## src/rtl/wake_rst_pkg.sv

```systemverilog
package wake_rst_pkg;

    // Bit positions inside the control/status word
    localparam int BIT_PHY_RST = 10;
    localparam int BIT_MAC_EN  = 9;
    localparam int BIT_ED_EN   = 8;
    localparam int BIT_STS_MAC = 4;
    localparam int BIT_STS_PHY = 3;

    typedef struct packed {
        logic mac;
        logic phy;
    } wake_src_t;

    typedef struct packed {
        logic mac_en;
        logic ed_en;
    } wake_en_t;

    // ceil(us * clk_hz / 1e6), never below one cycle
    function automatic int hold_cycles(input longint clk_hz, input longint us);
        longint c;
        c = (clk_hz * us + 64'd999_999) / 64'd1_000_000;
        if (c < 1) c = 1;
        return int'(c);
    endfunction

    function automatic logic [31:0] pack_word(input logic rst_bit,
                                              input wake_en_t en,
                                              input wake_src_t sts);
        logic [31:0] w;
        w = '0;
        w[BIT_PHY_RST] = rst_bit;
        w[BIT_MAC_EN]  = en.mac_en;
        w[BIT_ED_EN]   = en.ed_en;
        w[BIT_STS_MAC] = sts.mac;
        w[BIT_STS_PHY] = sts.phy;
        return w;
    endfunction

endpackage

```

## src/rtl/wake_rst_hold_timer.sv

```systemverilog
module wake_rst_hold_timer #(
    parameter int HOLD_CYC = 12500
) (
    input  logic clk,
    input  logic rst,
    input  logic start,
    output logic busy
);
    localparam int CNT_W = (HOLD_CYC > 1) ? $clog2(HOLD_CYC) : 1;
    localparam logic [CNT_W-1:0] LAST = CNT_W'(HOLD_CYC - 1);

    logic             busy_q;
    logic [CNT_W-1:0] cnt_q;

    always_ff @(posedge clk) begin
        if (rst) begin
            busy_q <= 1'b0;
            cnt_q  <= '0;
        end else if (busy_q) begin
            if (cnt_q == LAST) begin
                busy_q <= 1'b0;
                cnt_q  <= '0;
            end else begin
                cnt_q <= cnt_q + 1'b1;
            end
        end else if (start) begin
            busy_q <= 1'b1;
            cnt_q  <= '0;
        end
    end

    assign busy = busy_q;
endmodule

```

## src/rtl/wake_rst_status.sv

```systemverilog
module wake_rst_status
    import wake_rst_pkg::*;
(
    input  logic      clk,
    input  logic      rst,
    input  wake_src_t evt,
    input  wake_en_t  en,
    input  wake_src_t clr,
    output wake_src_t sts,
    output logic      pme
);
    wake_src_t hit;
    wake_src_t sts_q;
    logic      pme_q;

    always_comb begin
        hit.mac = evt.mac & en.mac_en;
        hit.phy = evt.phy & en.ed_en;
    end

    always_ff @(posedge clk) begin
        if (rst) begin
            sts_q <= '0;
            pme_q <= 1'b0;
        end else begin
            sts_q <= (sts_q & ~clr) | hit;
            pme_q <= |hit;
        end
    end

    assign sts = sts_q;
    assign pme = pme_q;
endmodule

```

## src/rtl/wake_rst_ctrl.sv

```systemverilog
module wake_rst_ctrl
    import wake_rst_pkg::*;
#(
    parameter longint CLK_HZ  = 125_000_000,
    parameter longint HOLD_US = 100,
    parameter int     ADDR_W  = 12,
    parameter int     REG_OFF = 12'h0E0
) (
    input  logic              clk,
    input  logic              rst,
    input  logic [ADDR_W-1:0] reg_addr,
    input  logic [31:0]       reg_wdata,
    input  logic              reg_wr,
    output logic [31:0]       reg_rdata,
    input  logic              mac_wake,
    input  logic              phy_irq,
    output logic              phy_rst,
    output logic              pme_set
);
    localparam int HOLD_CYC = hold_cycles(CLK_HZ, HOLD_US);

    logic      hit_q;
    logic      wr_hit;
    wake_en_t  en_q;
    wake_src_t clr;
    wake_src_t evt;
    wake_src_t sts;
    logic      busy;

    always_comb begin
        hit_q   = (reg_addr == ADDR_W'(REG_OFF));
        wr_hit  = reg_wr & hit_q;
        clr.mac = wr_hit & reg_wdata[BIT_STS_MAC];
        clr.phy = wr_hit & reg_wdata[BIT_STS_PHY];
        evt.mac = mac_wake;
        evt.phy = phy_irq;
    end

    always_ff @(posedge clk) begin
        if (rst) begin
            en_q <= '0;
        end else if (wr_hit) begin
            en_q.mac_en <= reg_wdata[BIT_MAC_EN];
            en_q.ed_en  <= reg_wdata[BIT_ED_EN];
        end
    end

    wake_rst_hold_timer #(.HOLD_CYC(HOLD_CYC)) u_timer (
        .clk  (clk),
        .rst  (rst),
        .start(wr_hit & reg_wdata[BIT_PHY_RST]),
        .busy (busy)
    );

    wake_rst_status u_status (
        .clk(clk),
        .rst(rst),
        .evt(evt),
        .en (en_q),
        .clr(clr),
        .sts(sts),
        .pme(pme_set)
    );

    assign phy_rst   = busy;
    assign reg_rdata = hit_q ? pack_word(busy, en_q, sts) : 32'h0;
endmodule

```

## config.mk

```make
export PLATFORM = sky130hd
export DESIGN_NAME = wake_rst_ctrl
export DESIGN_NICKNAME = d
export VERILOG_FILES = /design/src/rtl/wake_rst_pkg.sv /design/src/rtl/wake_rst_hold_timer.sv /design/src/rtl/wake_rst_status.sv /design/src/rtl/wake_rst_ctrl.sv
export SDC_FILE = /design/constraint.sdc
export NUM_CORES = 1
export LEC_CHECK = 0
export BUFFER_PORTS_ARGS = -buffer_cell sky130_fd_sc_hd__buf_2
export CORE_MARGIN = 3
export CORE_UTILIZATION = 42
export CTS_CLUSTER_DIAMETER = 30
export DETAILED_ROUTE_END_ITERATION = 6
export PLACE_DENSITY = 0.75
export SLEW_MARGIN = 5
export SYNTH_ARGS = -nofsm -noshare
export SYNTH_HDL_FRONTEND = slang
export SYNTH_SLANG_ARGS = --single-unit
```

## constraint.sdc

```tcl
create_clock -name clk -period 2.7 [get_ports clk]
set_input_delay 0.54 -clock clk [delete_from_list [all_inputs] [get_ports clk]]
set_output_delay 0.54 -clock clk [all_outputs]
set_load 0.01 [all_outputs]
```

==> metrics.txt, run 1 <==
cell mode on critical path=buf_2; Setup WS post-layout=about 0.35 ns; total wire length=about 2.7 mm; I/O pin count=83; Nets=~230; final setup TNS=0 ns; Main synth FF type=dfxtp_1; Net Sw Frac=21.2%; Fin Hold WS=between 0.4 and 0.5 ns; final weighted congestion in routability-driven placement=around 0.84; Critical Path Start=reg_addr[4]; crit-path max cell delay=around 0.56 ns; Placeable Area=between 2000 and 3000 sq um; family with the most delay on the worst path=simple AND/OR/NAND/NOR gates; Worst path slowest cell=or4b_4; GRT Util Overall=roughly 13%; vias in the first global route=slightly below 1,000; Setup crit end kind=output pin; Crit Path Category=input pin to output pin; area leader, netlist=dfxtp_1; # diodes=0; number of synthesized flops with an enable pin=0; Comb pwr share=8.4%; Setup Skew=~0.011 ns; placed cell count=roughly 220; crit path cell chain=buf_2 > or4b_4 > nor3_1 > and2_1 > buf_2; Crit Path Max Fanout=5; Rel. slew slack=between 60 and 70%; hold buffer count at cts=0; worst r2r src=u_timer.cnt_q[0]$_SDFFE_PP0P_; Post-DP HPWL=about 2.1 mm; Post-Syn Area=around 1300 sq um; via-per-instance ratio=just over 5; Hold Violations, Final=0; P_sw=0.000124 W; Setup crit start kind=input pin; compound-gate portion of the synthesized area=~15%; Overall Power=roughly 0.00058 W; Yosys top cell area share=around 30%; Clock Power Share=41.2%; Place WS=approximately 0.35 ns; clk root buf=clkbuf_4; mux share of post-synthesis cell area=under 10%; top post-synthesis cells by area=dfxtp_1 30%, buf_4 15%, and4_1 4.0%, a221o_1 3.8%, and2_1 3.8%; leading cell type in the layout, fill and taps excluded=buf_2; H-tree level count=1; # fillers=roughly 280; Final Non-Filler Cells=225; Least-Margin Pin Slew=0.523 ns; port bufs=28; Post-Syn Instances=154; cts bufs inserted=3; synth warn=0; clock buffer depth=2; RSZ-0062 raised after global routing=no; Final period util=between 80% and 90%; FFs w/ async S/R, synth=0%; wire per inst=~12 microns; Worst Path Required=approximately 2.2 ns; remaining antenna violation count=0; Setup violations, final=0; Die X=62.2 microns; Max-Cap Viols=0; Hold Crit Class=flop to flop; Worst Path Arrival=between 1.5 and 2 ns; drt pass-1 iters=4; critical hold path startpoint=u_status.sts[0]$_SDFF_PP0_; CTS resizes=0; setup repair bufs after CTS=0; area grow syn2layout=9.98%; Synth Area in Adders=less than 1%; CTS tree=done; grt total ovfl=0; most frequent cells in the layout=28 x buf_2, 27 x conb_1, 20 x dfxtp_1; Synth cell types=41; drc violations=0; Die H=around 62 microns; CTS clk-pin slew, worst paths=~0.12 ns; First DRT Iteration DRCs=43; Starting Density=46.2%; Vias=approximately 1,200; Post-Synth XOR/XNOR Area=0%; max-slew violation count=0; Max VDD drop=between 0.3 and 0.4 mV; CTS sink count=20; Core Rows=19; synthesized flop and latch total=20; global-route wire length before repair=about 4.4 mm; initial antenna violation count=0; Die ar.=~3900 sq um; layout cells sized above 1=around 22%; largest family of logic cells by synthesized area=simple AND/OR/NAND/NOR gates; status=finished clean; WP buf/inv=2; Avg Cell Area, Syn=~8.6 sq um; sequential fraction of design power=between 50% and 60%; Worst-Skew Late Latency=about 0.3 ns; largest net degree at the start of global routing=20; simple-gate portion of the synthesized area=between 30 and 40%; Seq/Total Area, Yosys=a little under a third; internal power=roughly 0.00046 W; Lkg Pwr=between 0.6 and 0.7 nW; PD cells=400 nW/um^2; Max Clock Freq=426 MHz; Final min period=about 2.3 ns
[registers in the layout (all words and copies together), names as in the netlist]
| name | flops |
|---|---|
| u_timer.cnt_q | 14 |
| en_q | 2 |
| u_status.pme | 1 |
| u_timer.busy | 1 |
| u_status.sts | 2 |
[worst paths after layout]
path / end / slack, ns / cells past startpoint
worst max-delay path: reg_rdata[3] / 0.35 / 5
worst min register to register: u_status.sts[0]$_SDFF_PP0_ / 0.47 / 2
worst min-delay path: u_status.sts[0]$_SDFF_PP0_ / 0.47 / 2
worst max register to register: u_timer.cnt_q[10]$_SDFFE_PP0P_ / 0.64 / 5
[cells in the mapped netlist (2+ instances only)]
cell / number
o21ai_0: 3
dfxtp_1: 20
nor4bb_1: 2
a221o_1: 5
o41ai_1: 2
nand4_1: 7
nor4_1: 2
a21oi_1: 8
nand2_1: 10
inv_1: 3
o211ai_1: 2
buf_4: 27
and2_1: 8
nand3_1: 5
clkbuf_1: 3
nor3_1: 2
mux2i_1: 3
or4b_2: 3
nor4b_1: 3
a41oi_1: 2
and4_1: 6
nor2b_1: 2
nor2_1: 8
[per-layer routing]
metal	up-vias	global-route usage, %	routed length (microns)
met5	-	0	0
met1	516	17.7	1270
met3	4	4.50	267
met4	0	3.31	23
met2	54	21.0	1160
li1	590	-	-
[kinds of logic (layout without fill, tap and decap cells)]
logic type | after synthesis | after routing
AND/OR/NAND/NOR | 69 | 69
buffers and inverters | 34 | 37
AO/OA/AOI/OAI | 26 | 26
flip-flops | 20 | 20
multiplexers | 3 | 3
adder cells (fa/ha/maj) | 1 | 1
other | 1 | 27
[power by group through the flow]
stage	registers, W	clock network [W]	logic, W
after floorplan	0.000302	0	0.0000585
after global placement	0.000302	0	0.0000471
after detailed placement	0.000302	0	0.0000474
after CTS	0.000295	0.000251	0.0000477
after global routing	0.000295	0.000261	0.0000538
final	0.000295	0.000241	0.0000489
[layout make-up]
type / count / area (sq um) / area share (%)
timing repair buffer: 30 / 155 / 10.6
clock buffer: 3 / 22.5 / 1.54
tap: 42 / 52.6 / 3.60
multi-input combinational: 126 / 790 / 54.0
sequential: 20 / 400 / 27.4
inverter: 3 / 11.3 / 0.771
clock inverter: 1 / 30.0 / 2.05
[through the flow]
step | utilization (%) | instance area [sq um]
floorplan | - | 1430
CTS | 50.8 | 1460
global placement | 49.0 | 1410
global route | 50.8 | 1460
finish | 50.8 | 1460
detailed placement | 49.0 | 1410
[worst min-delay path: cells and delay by family (launching register included)]
| family | cells | cell delay (ns) |
|---|---|---|
| flops | 1 | 0.33 |
| compound gates | 2 | 0.12 |
(Power assumes the default switching activity.)
==> run 2: changes to the inputs <==
--- a/config.mk
+++ b/config.mk
@@ -5,12 +5,14 @@
 export SDC_FILE = /design/constraint.sdc
 export NUM_CORES = 1
 export LEC_CHECK = 0
+export ABC_AREA = 1
 export BUFFER_PORTS_ARGS = -buffer_cell sky130_fd_sc_hd__buf_2
+export CORE_ASPECT_RATIO = 1.2
 export CORE_MARGIN = 3
-export CORE_UTILIZATION = 42
+export CORE_UTILIZATION = 44
 export CTS_CLUSTER_DIAMETER = 30
 export DETAILED_ROUTE_END_ITERATION = 6
-export PLACE_DENSITY = 0.75
+export PLACE_DENSITY = 0.76
 export SLEW_MARGIN = 5
 export SYNTH_ARGS = -nofsm -noshare
 export SYNTH_HDL_FRONTEND = slang
==> run 2 against run 1 <==
  * Fmax is 8.0% higher
  * Design area rose by 4.0%
  * Critical path depth is 2 lower
  * Clock-buffer cell count stayed put
  * Wire length is 12% higher
  * Core utilization decreased by 1.5 points
  * Sequential power is essentially flat
  * Synthesized cell count up 47%
  * Global-route usage is 3.2 points higher
  * Register-to-register slack improved by 0.39 ns
  * Sequential share of layout area down 1.1 points
  * Critical path type is now flop to output pin
  * Critical endpoint is now reg_rdata[10]
==> metrics.txt, run 2 <==
cell area after layout=1520 sq um (+4.0%); Die ar.=3960 sq um (+2.3%); GRT Util Overall=16.6% (+3.2 points); crit-path max cell delay=0.63 ns (+0.07 ns); Post-Syn Area=1430 sq um (+7.3%); First DRT Iteration DRCs=22 (-49%); clk root buf=clkbuf_4; Comb pwr share=8.6% (+0.2 points); area grow syn2layout=6.58%; FFs w/ async S/R, synth=0% (unchanged); Worst-Skew Late Latency=0.31 ns (about the same); Die H=68.4 microns (+9.8%); layout cells sized above 1=16.6% (-5.8 points); remaining antenna violation count=0 (unchanged); Clock Power Share=30.3% (-11 points); most frequent cells in the layout=47 x nand2_1, 29 x nor2_1, 28 x buf_2; H-tree level count=1 (unchanged); Crit Path Max Fanout=16 (+11); Setup crit end kind=output pin; sequential fraction of design power=61.1% (+11 points); drc violations=0 (unchanged); grt total ovfl=0 (unchanged); Largest Register=u_timer.cnt_q; Setup violations, final=0 (unchanged); Net Sw Frac=25.4% (+4.2 points); Final period util=80.5% (-6.4 points); Seq/Total Area, Yosys=28.1% (-2.1 points); Setup crit start kind=flop; synth warn=0 (unchanged); # diodes=0 (unchanged); Post-DP HPWL=2.41 mm (+17%); Synth cell types=24 (-41%); global-route wire length before repair=5.17 mm (+19%); Hold Path End=en_q[1]$_SDFFE_PP0N_; Yosys top cell area share=28.1% (-2.1 points); number of synthesized flops with an enable pin=0 (unchanged); cell with the most instances after synthesis=nand2_1; synthesized flop and latch total=20 (unchanged); Setup WS post-layout=0.526 ns (+0.173 ns); Lkg Pwr=0.647 nW (+3.7%); CTS clk-pin slew, worst paths=0.11 ns (about the same); P_sw=0.000123 W (-1.3%); RR Endpoint=u_timer.cnt_q[9]$_SDFFE_PP0P_; max reg flops=14 (unchanged); status=finished clean; Place WS=0.769 ns (+0.424 ns); Synth top cells by count=47 x nand2_1, 29 x nor2_1, 27 x buf_4; Crit Path Category=flop to output pin; I/O pin count=83 (unchanged); CTS resizes=0 (unchanged); R2R depth=10 (+5); Max-Cap Viols=0 (unchanged); via-per-instance ratio=4.85 (-6.2%); Hold Crit Class=input pin to flop; leading cell type in the layout, fill and taps excluded=nand2_1; cts bufs inserted=3 (unchanged); critical hold path startpoint=reg_wdata[9]; wire per inst=10.5 microns (-13%); Vias=1,402 (+20%); Final min period=2.17 ns (-0.173 ns); Main synth FF type=dfxtp_1; Post-Syn Instances=226 (+47%); Setup Skew=0.00872 ns (-0.00235 ns); setup repair bufs after CTS=0 (unchanged); drt pass-1 iters=4 (unchanged); clock buffer depth=2 (unchanged); top post-synthesis cells by area=dfxtp_1 28%, buf_4 14%, nand2_1 12%, nand3_1 9.1%, nor2_1 7.6%; Max Clock Freq=460 MHz (+8.0%); Worst Hold Path Cells=3 (+1); Avg Cell Area, Syn=6.31 sq um (-27%); largest net degree at the start of global routing=17 (-15%); worst r2r src=u_timer.cnt_q[0]$_SDFFE_PP0P_; port bufs=28 (unchanged); area leader, netlist=dfxtp_1; Worst Path Required=2.16 ns (about the same); vias in the first global route=1,262 (+29%); crit path cell chain=inv_1 > nor2_1 > buf_2; CTS sink count=20 (unchanged); Starting Density=46.3% (+0.072 points); PD cells=317 nW/um^2 (-21%); total wire length=3.04 mm (+12%); Max VDD drop=0.201 mV (-40%); RSZ-0062 raised after global routing=no; CTS tree=done; Hold Violations, Final=0 (unchanged); hold buffer count at cts=0 (unchanged); Die X=58.0 microns (-6.9%); Placeable Area=3080 sq um (+7.2%); Nets=305 (+30%); initial antenna violation count=0 (unchanged); Post-Place Cell Area=1500 sq um (+6.3%); family with the most delay on the worst path=flip-flops; slack of the worst reg-to-reg path=1.03 ns (+0.39 ns); internal power=0.000360 W (-22%); WP buf/inv=2 (unchanged); max-slew violation count=0 (unchanged); final weighted congestion in routability-driven placement=0.928 (+10%); # fillers=327 (+18%); Core Rows=22 (+3); Worst Path Arrival=1.63 ns (-0.18 ns); final setup TNS=0 ns (unchanged); Worst path slowest cell=dfxtp_1
-- run 2: cell type report --
type,count,area [sq um],area share [%]
Inverter,23,86.3,5.68
Clock buffer,3,22.5,1.48
Multi-Input combinational cell,178,818,53.8
Timing Repair Buffer,29,148,9.71
Tap cell,36,45.0,2.96
Sequential cell,20,400,26.3
-- run 2: power by group through the flow --
stage	combinational (W)	sequential, W	clock [W]
2_1_floorplan	0.0000524	0.000302	0
3_5_place_dp	0.0000403	0.000302	0
4_1_cts	0.0000403	0.000295	0.000149
6_report	0.0000413	0.000295	0.000146
5_1_grt	0.0000479	0.000295	0.000162
3_3_place_gp	0.0000398	0.000302	0
-- run 2: worst max path at each step --
stage	startpoint	endpoint	slack, ns	depth (start not counted)
finish	u_timer.busy$_SDFF_PP0_	reg_rdata[10]	0.53	3
global route	u_timer.busy$_SDFF_PP0_	reg_rdata[10]	0.35	3
CTS	u_timer.busy$_SDFF_PP0_	reg_rdata[10]	0.52	3
detailed placement	reg_addr[1]	reg_rdata[8]	0.77	7
global placement	reg_addr[1]	reg_rdata[4]	0.76	7
floorplan	reg_addr[1]	reg_rdata[10]	1.03	5
-- run 2: logic make-up after synthesis --
group                      share of synthesized area, %
and+or+nand+nor                                    40.0
buffers and inverters                              21.4
AOI/OAI and AO/OA                                  9.39
DFF                                                28.1
adders and majority gates                         0.877
other                                             0.263
-- run 2: metal layers --
layer / part of all wire [%] / routed length [microns] / global-route usage [%]
met5: 0 / 0 / 0
met4: 2.1 / 63 / 7.54
met3: 7.3 / 222 / 1.89
met2: 49 / 1490 / 30.5
met1: 42 / 1270 / 19.2
-- run 2: metrics by stage --
| stage | hold WS (ns) | power (W) | cells | utilization (%) |
|---|---|---|---|---|
| 2_1_floorplan | 0.439 | 0.000354 | 252 | - |
| 3_3_place_gp | 0.451 | 0.000341 | 286 | 48.6 |
| 3_5_place_dp | 0.458 | 0.000342 | 286 | 48.6 |
| 4_1_cts | 0.448 | 0.000484 | 289 | 49.3 |
| 5_1_grt | 0.451 | 0.000505 | 289 | 49.3 |
| 6_report | 0.450 | 0.000482 | 289 | 49.3 |
-- run 2: worst min-delay path, delay by kind of cell --
kind,cells,cell delay (ns)
buf+inv,1,0.08
simple gates,2,0.12
==> run 3: changes to the inputs <==
--- a/config.mk
+++ b/config.mk
@@ -9,10 +9,10 @@
 export BUFFER_PORTS_ARGS = -buffer_cell sky130_fd_sc_hd__buf_2
 export CORE_ASPECT_RATIO = 1.2
 export CORE_MARGIN = 3
-export CORE_UTILIZATION = 44
+export CORE_UTILIZATION = 39
 export CTS_CLUSTER_DIAMETER = 30
 export DETAILED_ROUTE_END_ITERATION = 6
-export PLACE_DENSITY = 0.76
+export PLACE_DENSITY = 0.72
 export SLEW_MARGIN = 5
 export SYNTH_ARGS = -nofsm -noshare
 export SYNTH_HDL_FRONTEND = slang
==> constraint.sdc (replaced) <==
create_clock -name clk -period 1.83 [get_ports clk]
set_input_delay 0.366 -clock clk [delete_from_list [all_inputs] [get_ports clk]]
set_output_delay 0.366 -clock clk [all_outputs]
set_load 0.01 [all_outputs]
==> run 3 against run 2 <==
  * Cell count is 2.1% higher
  * Total power up 76%
  * Sequential cell count is the same
  * Register-to-register slack worse by 0.75 ns
  * Core utilization decreased by 3.1 points
  * Largest cell class unchanged
==> metrics.txt, run 3 (synthesis gave the netlist of run 2 again) <==
status=finished clean; slack of the worst reg-to-reg path=0.28 ns (-0.75 ns); Setup crit end kind=output pin; clock buffer depth=2 (unchanged); R2R depth=10 (unchanged); crit path cell chain=buf_2 > nor2_1 > nand2_1 > nor2_1 > nand2_1 > nor2_1 > buf_2; Max-Cap Viols=0 (unchanged); internal power=0.000646 W (+80%); layout cells sized above 1=18.2% (+1.6 points); met2 WL=1.58 mm (+5.9%); Clock Power Share=41.3% (+11 points); critical hold path startpoint=reg_wdata[8]; top layer in use=met4; CTS clk-pin slew, worst paths=0.07 ns (-0.04 ns); most frequent cells in the layout=47 x nand2_1, 29 x nor2_1, 28 x buf_2; remaining antenna violation count=0 (unchanged); Crit Path Category=input pin to output pin; Worst Path Required=1.46 ns (-0.70 ns); wire per inst=10.9 microns (+3.7%); Worst Hold Path Cells=3 (unchanged); max reg flops=14 (unchanged); Worst path slowest cell=nand2_1; cts bufs inserted=3 (unchanged); leading cell type in the layout, fill and taps excluded=nand2_1; met3 WL post-DR=247 microns (+11%); Final min period=1.56 ns; P_sw=0.000200 W (+63%); grt total ovfl=0 (unchanged); total wire length=3.22 mm (+5.9%); Die H=72.2 microns (+5.7%); Setup WS post-layout=0.270 ns (-0.256 ns); Setup Skew=0.00477 ns (-0.00395 ns); Max VDD drop=0.251 mV (+25%); Lkg Pwr=0.682 nW (+5.4%); PD cells=534 nW/um^2 (+68%); Setup violations, final=0 (unchanged); area grow syn2layout=11.1%; Post-DP HPWL=2.48 mm (+3.1%); max-slew violation count=0 (unchanged); Vias=1,442 (+2.9%); Core Rows=23 (+4.5%); largest net degree at the start of global routing=14 (-3); final weighted congestion in routability-driven placement=0.921 (-0.84%); worst r2r src=u_timer.cnt_q[0]$_SDFFE_PP0P_; WL met1=1.36 mm (+7.0%); vias in the first global route=1,280 (+1.4%); Die X=61.2 microns (+5.6%); Worst Path Arrival=1.19 ns (-0.44 ns); I/O pin count=83 (unchanged); CTS resizes=0 (unchanged); drt pass-1 iters=4 (unchanged); hold buffer count at cts=0 (unchanged); Placeable Area=3420 sq um (+11%); Hold Path End=en_q[0]$_SDFFE_PP0N_; port bufs=28 (unchanged); RSZ-0062 raised after global routing=no; GRT Util Overall=16.0% (-0.65 points); setup repair bufs after CTS=0 (unchanged); Largest Register=u_timer.cnt_q; Net Sw Frac=23.6% (-1.8 points); Nets=309 (+1.3%); # fillers=357 (+9.2%); final setup TNS=0 ns (unchanged); Final period util=a little under nine tenths; sequential fraction of design power=51.3% (-9.8 points); via-per-instance ratio=4.89 (+0.76%); clk root buf=clkbuf_8; CTS tree=done; CTS sink count=20 (unchanged); # diodes=0 (unchanged); Worst-Skew Late Latency=0.26 ns (-0.05 ns); First DRT Iteration DRCs=30 (+36%); Hold Violations, Final=0 (unchanged); global-route wire length before repair=5.53 mm (+6.9%); Crit Path Max Fanout=8 (-8); H-tree level count=1 (unchanged); drc violations=0 (unchanged); cell mode on critical path=nor2_1; Starting Density=41.7% (-4.6 points); Setup crit start kind=input pin; RR Endpoint=u_timer.cnt_q[9]$_SDFFE_PP0P_; Hold Crit Class=input pin to flop; Comb pwr share=7.4% (-1.2 points); Max Clock Freq=641 MHz; Place WS=0.240 ns (-0.529 ns); initial antenna violation count=0 (unchanged); Die ar.=4420 sq um (+12%); crit-path max cell delay=0.18 ns (-0.45 ns)
run 3: worst max path at each step:
stage                                        from                            end  slack [ns]  cells after the start
detailed placement                    reg_addr[1]                   reg_rdata[3]        0.24                      7
CTS                                   reg_addr[1]                   reg_rdata[3]        0.24                      7
global route                          reg_addr[1]                   reg_rdata[9]        0.11                      7
finish                                reg_addr[1]                   reg_rdata[3]        0.27                      7
global placement                      reg_addr[1]                   reg_rdata[4]        0.25                      7
floorplan           u_timer.cnt_q[0]$_SDFFE_PP0P_  u_timer.cnt_q[9]$_SDFFE_PP0P_        0.42                     10
run 3: power groups by stage:
stage	combinational, W	clock, W	sequential, W
after floorplan	0.0000774	0	0.000445
after global placement	0.0000613	0	0.000445
after detailed placement	0.0000611	0	0.000445
after CTS	0.0000612	0.000357	0.000435
after global routing	0.0000724	0.000376	0.000435
final	0.0000622	0.000350	0.000435
run 3: per-stage QoR:
stage	cell area (sq um)	util [%]	hold WS, ns	power [W]	cells
final	1580	46.3	0.331	0.000847	295
after global routing	1580	46.3	0.352	0.000883	295
after CTS	1580	46.3	0.328	0.000852	295
after detailed placement	1530	44.6	0.459	0.000506	291
after global placement	1530	44.6	0.449	0.000506	291
after floorplan	1520	-	0.435	0.000522	252
run 3: layout make-up:
| type | count | area [sq um] | share of cell area, % |
|---|---|---|---|
| clock buffers | 4 | 55.1 | 3.48 |
| multi-input cells | 178 | 818 | 51.7 |
| inverters | 23 | 86.3 | 5.45 |
| flip-flops and latches | 20 | 400 | 25.3 |
| well taps | 37 | 46.3 | 2.92 |
| repair buffers | 33 | 178 | 11.2 |
run 3: metal layers:
metal  vias to the layer above  global-route usage (%)
li1                        740                       -
met1                       636                    20.3
met2                        61                    27.1
met3                         5                    2.49
met4                         0                    5.06
met5                         -                       0
run 3: worst max-delay path: cells and delay by family:
family,cells,cell delay [ns]
buf+inv,2,0.23
simple gates,5,0.60
